### config.mk
export PLATFORM = sky130hd
export DESIGN_NAME = sync_status_filter
export DESIGN_NICKNAME = d
export VERILOG_FILES = /design/src/rtl/s1f_pkg.sv /design/src/rtl/s1f_run_tracker.sv /design/src/rtl/s1f_window_monitor.sv /design/src/rtl/s1f_filter_reg.sv /design/src/rtl/sync_status_filter.sv
export SDC_FILE = /design/constraint.sdc
export NUM_CORES = 1
export LEC_CHECK = 0
export BUFFER_PORTS_ARGS = -buffer_cell sky130_fd_sc_hd__buf_2
export CORE_MARGIN = 2
export CORE_UTILIZATION = 56
export CTS_CLUSTER_SIZE = 14
export DETAILED_ROUTE_END_ITERATION = 16
export PLACE_DENSITY = 0.89
export SLEW_MARGIN = 40
export SYNTH_ARGS = -nofsm -noshare
export SYNTH_HDL_FRONTEND = slang
export SYNTH_HIERARCHICAL = 1
export SYNTH_SLANG_ARGS = --single-unit
### constraint.sdc
create_clock -name clk -period 3.1 [get_ports clk]
set_clock_uncertainty 0.1 [all_clocks]
set_input_delay 0.31 -clock clk [delete_from_list [all_inputs] [get_ports clk]]
set_output_delay 0.31 -clock clk [all_outputs]
set_load 0.01 [all_outputs]
### src/rtl/s1f_pkg.sv
package s1f_pkg;
  // Run length after one strobed frame: grows while the code repeats, saturating at cap.
  function automatic int run_step(bit have_prev, bit same, int run, int cap);
    if (have_prev && same) return (run >= cap) ? cap : run + 1;
    return 1;
  endfunction

  // Non-qualifying frame count after one more such frame, saturating at limit.
  function automatic int win_step(int win, int limit);
    return (win >= limit) ? limit : win + 1;
  endfunction
endpackage

### src/rtl/s1f_run_tracker.sv
module s1f_run_tracker #(
  parameter int CODE_W  = 4,
  parameter int PERSIST = 3
) (
  input  logic              clk,
  input  logic              rst_n,
  input  logic              tick,
  input  logic [CODE_W-1:0] code,
  output logic              qualify
);
  localparam int RUN_W = $clog2(PERSIST + 1);

  logic [CODE_W-1:0] last_code;
  logic              have_last;
  logic [RUN_W-1:0]  run_cnt;
  logic [RUN_W-1:0]  nxt_run;
  logic              same;

  always_comb begin
    same    = (code == last_code);
    nxt_run = RUN_W'(s1f_pkg::run_step(have_last, same, int'(run_cnt), PERSIST));
    qualify = tick && (int'(nxt_run) >= PERSIST);
  end

  always_ff @(posedge clk) begin
    if (!rst_n) begin
      last_code <= '0;
      have_last <= 1'b0;
      run_cnt   <= '0;
    end else if (tick) begin
      last_code <= code;
      have_last <= 1'b1;
      run_cnt   <= nxt_run;
    end
  end

  AST_RUN_BOUND: assert property (@(posedge clk) disable iff (!rst_n)
    int'(run_cnt) <= PERSIST);
  AST_RUN_RESTART: assert property (@(posedge clk) disable iff (!rst_n)
    (tick && have_last && !same) |=> (run_cnt == RUN_W'(1)));
  AST_NO_TICK_HOLD: assert property (@(posedge clk) disable iff (!rst_n)
    !tick |=> $stable(run_cnt));
endmodule

### src/rtl/s1f_window_monitor.sv
module s1f_window_monitor #(
  parameter int WINDOW = 16
) (
  input  logic clk,
  input  logic rst_n,
  input  logic tick,
  input  logic qualify,
  output logic unstable
);
  localparam int WIN_W = $clog2(WINDOW + 1);

  logic [WIN_W-1:0] win_cnt;
  logic [WIN_W-1:0] win_nxt;
  logic             win_full;

  always_comb begin
    win_nxt  = WIN_W'(s1f_pkg::win_step(int'(win_cnt), WINDOW));
    win_full = (int'(win_nxt) == WINDOW);
  end

  always_ff @(posedge clk) begin
    if (!rst_n) begin
      win_cnt  <= '0;
      unstable <= 1'b0;
    end else if (tick) begin
      if (qualify) begin
        win_cnt  <= '0;
        unstable <= 1'b0;
      end else begin
        win_cnt  <= win_nxt;
        if (win_full) unstable <= 1'b1;
      end
    end
  end

  AST_WIN_BOUND: assert property (@(posedge clk) disable iff (!rst_n)
    int'(win_cnt) <= WINDOW);
  AST_ALARM_RISE_FULL: assert property (@(posedge clk) disable iff (!rst_n)
    $rose(unstable) |-> int'(win_cnt) == WINDOW);
  AST_ALARM_CLEAR: assert property (@(posedge clk) disable iff (!rst_n)
    qualify |=> !unstable);
endmodule

### src/rtl/s1f_filter_reg.sv
module s1f_filter_reg #(
  parameter int CODE_W = 4
) (
  input  logic              clk,
  input  logic              rst_n,
  input  logic              qualify,
  input  logic [CODE_W-1:0] code,
  output logic [CODE_W-1:0] filt_code,
  output logic              change
);
  logic differs;

  always_comb differs = (code != filt_code);

  always_ff @(posedge clk) begin
    if (!rst_n) begin
      filt_code <= '0;
      change    <= 1'b0;
    end else begin
      change <= qualify && differs;
      if (qualify && differs) filt_code <= code;
    end
  end

  AST_CHG_SINGLE: assert property (@(posedge clk) disable iff (!rst_n)
    change |=> !change);
  AST_CHG_MOVES: assert property (@(posedge clk) disable iff (!rst_n)
    change |-> (filt_code != $past(filt_code)));
  AST_HOLD_NO_QUAL: assert property (@(posedge clk) disable iff (!rst_n)
    !qualify |=> $stable(filt_code));
endmodule

### src/rtl/sync_status_filter.sv
module sync_status_filter #(
  parameter int S1_W    = 8,
  parameter int CODE_W  = 4,
  parameter int PERSIST = 3,
  parameter int WINDOW  = 16
) (
  input  logic              clk,
  input  logic              rst_n,
  input  logic              frame_tick,
  input  logic [S1_W-1:0]   s1_byte,
  output logic [CODE_W-1:0] sync_code,
  output logic              sync_change,
  output logic              sync_unstable
);
  logic [CODE_W-1:0] rx_code;
  logic              frame_qualify;

  always_comb rx_code = s1_byte[CODE_W-1:0];

  s1f_run_tracker #(.CODE_W(CODE_W), .PERSIST(PERSIST)) u_run (
    .clk(clk), .rst_n(rst_n), .tick(frame_tick), .code(rx_code),
    .qualify(frame_qualify)
  );

  s1f_window_monitor #(.WINDOW(WINDOW)) u_win (
    .clk(clk), .rst_n(rst_n), .tick(frame_tick), .qualify(frame_qualify),
    .unstable(sync_unstable)
  );

  s1f_filter_reg #(.CODE_W(CODE_W)) u_filt (
    .clk(clk), .rst_n(rst_n), .qualify(frame_qualify), .code(rx_code),
    .filt_code(sync_code), .change(sync_change)
  );

  AST_QUAL_ON_TICK: assert property (@(posedge clk) disable iff (!rst_n)
    frame_qualify |-> frame_tick);
  AST_CODE_NEEDS_TICK: assert property (@(posedge clk) disable iff (!rst_n)
    !frame_tick |=> ($stable(sync_code) && !sync_change));
endmodule

==> impl_metrics.yaml <==
drt:
  vias: 695
  first_pass_iters: 4
  post_drt_wl_per_cell_um: 13.4
  wirelength_um: 1640
  viasPerCell: 5.70
  drt_iter0_drc: 16
  antenna_left: 0
  remaining_drc_errors: 0
placement:
  placed_area_sq_um: 938
  post-dp-hpwl_um: 1230
  place_inst: 118
  portBuffers: 12
  gp_congestion: 0.813
timing:
  fmax_ghz: 0.542
  slew_viol_final: 0
  slew_headroom_pct: 55.1
  fin_crit_ns: 1.85
  period_share_pct: 59.5
  timing_hold_violations_final: 0
  max_slew.worst_pin.slew_ns: 0.670
  whs_ns: 0.240
  finalSetupViolations: 0
  tns_ns: 0
  rsz0062_at_grt: "no"
critical_path:
  ff2ff_setup_slack_ns: 1.25
  critPathCaptureType: "flop"
  path_cells: "xnor2_1 > nand4_1 > nor2_1 > nor2_2 > a31oi_1 > nor2b_1"
  setup.worst_path.start_class: "flop"
  cp.required_ns: 3.19
  ff2ff_path_depth: 6
  worstPathArrival_ns: 1.93
  slowest_stage: "nor2_1"
  max_stage_delay_ns: 0.54
  critPathMaxFanout: 8
  path_class: "flop to flop"
floorplan:
  ioPinCount: 17
  die_area_sq_mm: 0.00189
  die_h_um: 43.4
  coreArea_sq_mm: 0.00149
  initial_core_util_pct: 58.5
  chipWidth_um: 43.4
  rows: 14
cells_and_area:
  diodes: 0
  layout_common_cells: "18 x dfxtp_1, 12 x buf_2, 9 x mux2i_1"
  nets: 120
  stdcell_area_sq_um: 975
  layout-drive-gt1-share_pct: 17.9
  postLayoutCoreUtil_pct: 65.5
  layout_commonest_cell: "dfxtp_1"
  area_growth_pct: 11.9
  final_cells: 122
synth:
  synth.cell_area_sq_um: 871
  synth_cell_type_count: 29
  synth_cells: 92
  ys_seq_elements: 18
  yosys_warnings: 6
  synth-seq-area-share_pct: 41.4
  avgSynthCellArea_sq_um: 9.47
  synth_nets: 105
clocking:
  tritoncts: "built"
  cts.path.max_buffers: 2
  cts_sinks: 18
  h-tree-depth: 1
  cts_made_buffers: 3
  clk_pin_slew_ns: 0.11
  clock_latency_ns: 0.29
  cts_setup_buffers: 0
  post_cts_resized: 0
  cts_root_buf: "clkbuf_4"
  hold_buffers: 0
global_routing:
  grt_pass1_wl_um: 2790
  track_usage_pct: 20.1
  grt_antenna_before_repair: 0
  grt_max_degree: 19
  grt_overflow_total: 0
  grt_pass1_vias: 674
job:
  cap_violations: 0
power_and_ir_drop:
  clkPwrFrac_pct: 33.2
  p_switching_w: 0.000104
  pwr-share-comb_pct: 10.3
  irDropWorstVdd_v: 0.000345
  p_int_w: 0.000330
  swShare_pct: 23.9
  pwr-share-seq_pct: 56.5
  power.density_mw_per_mm2: 445
  p_leak_nw: 0.382
hold_path:
  worstHoldPathCells: 3
  hold_path.class: "input port to flop"
outcome:
  status: "complete, no violations"
state kept, by name, indices dropped and copies added (netlist names):
name / count
u_filt/filt_code: 4
u_win/win_cnt: 5
u_filt/change: 1
u_win/unstable: 1
u_run/run_cnt: 2
u_run/have_last: 1
u_run/last_code: 4
cells in the mapped netlist:
cell type | n | area [sq um]
nand2b_1 | 2 | 12.5
a31oi_1 | 2 | 12.5
o21ai_0 | 1 | 5.00
xnor2_1 | 8 | 70.1
dfxtp_1 | 18 | 360
nand4b_1 | 1 | 8.76
o21ba_1 | 1 | 10.0
nor2_2 | 1 | 6.26
a2111oi_2 | 1 | 15.0
ha_1 | 2 | 25.0
nand2_1 | 5 | 18.8
buf_4 | 1 | 7.51
a41oi_1 | 1 | 8.76
o32ai_1 | 1 | 8.76
nor3b_1 | 2 | 15.0
mux2i_1 | 9 | 90.1
o21ai_1 | 1 | 5.00
nor3_1 | 2 | 10.0
a211oi_1 | 1 | 7.51
a21boi_1 | 2 | 15.0
inv_1 | 5 | 18.8
a211oi_2 | 1 | 12.5
nand4_1 | 2 | 12.5
nand3_1 | 2 | 10.0
buf_2 | 1 | 5.00
nor2b_1 | 7 | 43.8
nor2_1 | 8 | 30.0
a21oi_1 | 3 | 15.0
o2111a_1 | 1 | 11.3
through the flow:
stage | total power (W) | worst slack [ns]
6_report | 0.000434 | 1.25
5_1_grt | 0.000451 | 1.01
4_1_cts | 0.000438 | 1.22
3_5_place_dp | 0.000295 | 1.11
3_3_place_gp | 0.000292 | 1.12
2_1_floorplan | 0.000279 | 1.65
cell families (layout without fill, tap and decap cells):
kind of cell	count (synthesis)	count (layout)	synth area share, %
AO/OA/AOI/OAI	16	16	14.5
AND/OR/NAND/NOR	32	32	19.3
flip-flops	18	18	41.4
multiplexers	9	9	10.3
XOR/XNOR	8	8	8.05
adder cells (fa/ha/maj)	2	2	2.87
buffers and inverters	7	21	3.59
layer usage:
layer	vias up	part of all wire [%]	global-route usage [%]
li1	357	-	-
met1	316	43	22.0
met2	20	53	36.4
met3	2	3.2	4.17
met4	0	0.61	9.70
met5	-	0	0
worst max-delay path, delay by kind of cell, from the launching register on:
kind,cells,cell delay (ns)
and+or+nand+nor,4,0.85
xor gates and xnor gates,1,0.26
DFF,1,0.33
AOI/OAI and AO/OA,1,0.20
area by class of cell:
| class | instances | area [sq um] |
|---|---|---|
| clock buffer | 4 | 36.3 |
| tap | 16 | 20.0 |
| multi-input combinational | 67 | 479 |
| timing repair buffer | 12 | 60.1 |
| inverter | 5 | 18.8 |
| sequential | 18 | 360 |
| fill | 130 | 514 |
worst paths after layout:
kind                                         from                              end
setup / recovery  u_run/last_code[1]$_SDFFE_PN0P_    u_win/win_cnt[1]$_SDFFE_PN0P_
hold / removal                         s1_byte[0]  u_run/last_code[0]$_SDFFE_PN0P_
setup reg to reg  u_run/last_code[1]$_SDFFE_PN0P_    u_win/win_cnt[1]$_SDFFE_PN0P_
hold reg to reg      u_run/have_last$_SDFFE_PN0P_     u_run/have_last$_SDFFE_PN0P_
power by group through the flow:
stage | Sequential (W) | Combinational, W | Clock [W]
after floorplan | 0.000249 | 0.0000305 | 0
after global placement | 0.000249 | 0.0000423 | 0
after detailed placement | 0.000250 | 0.0000444 | 0
after CTS | 0.000245 | 0.0000446 | 0.000149
after global routing | 0.000246 | 0.0000501 | 0.000155
final | 0.000245 | 0.0000446 | 0.000144
No activity file was read; power rests on OpenSTA's default activity.
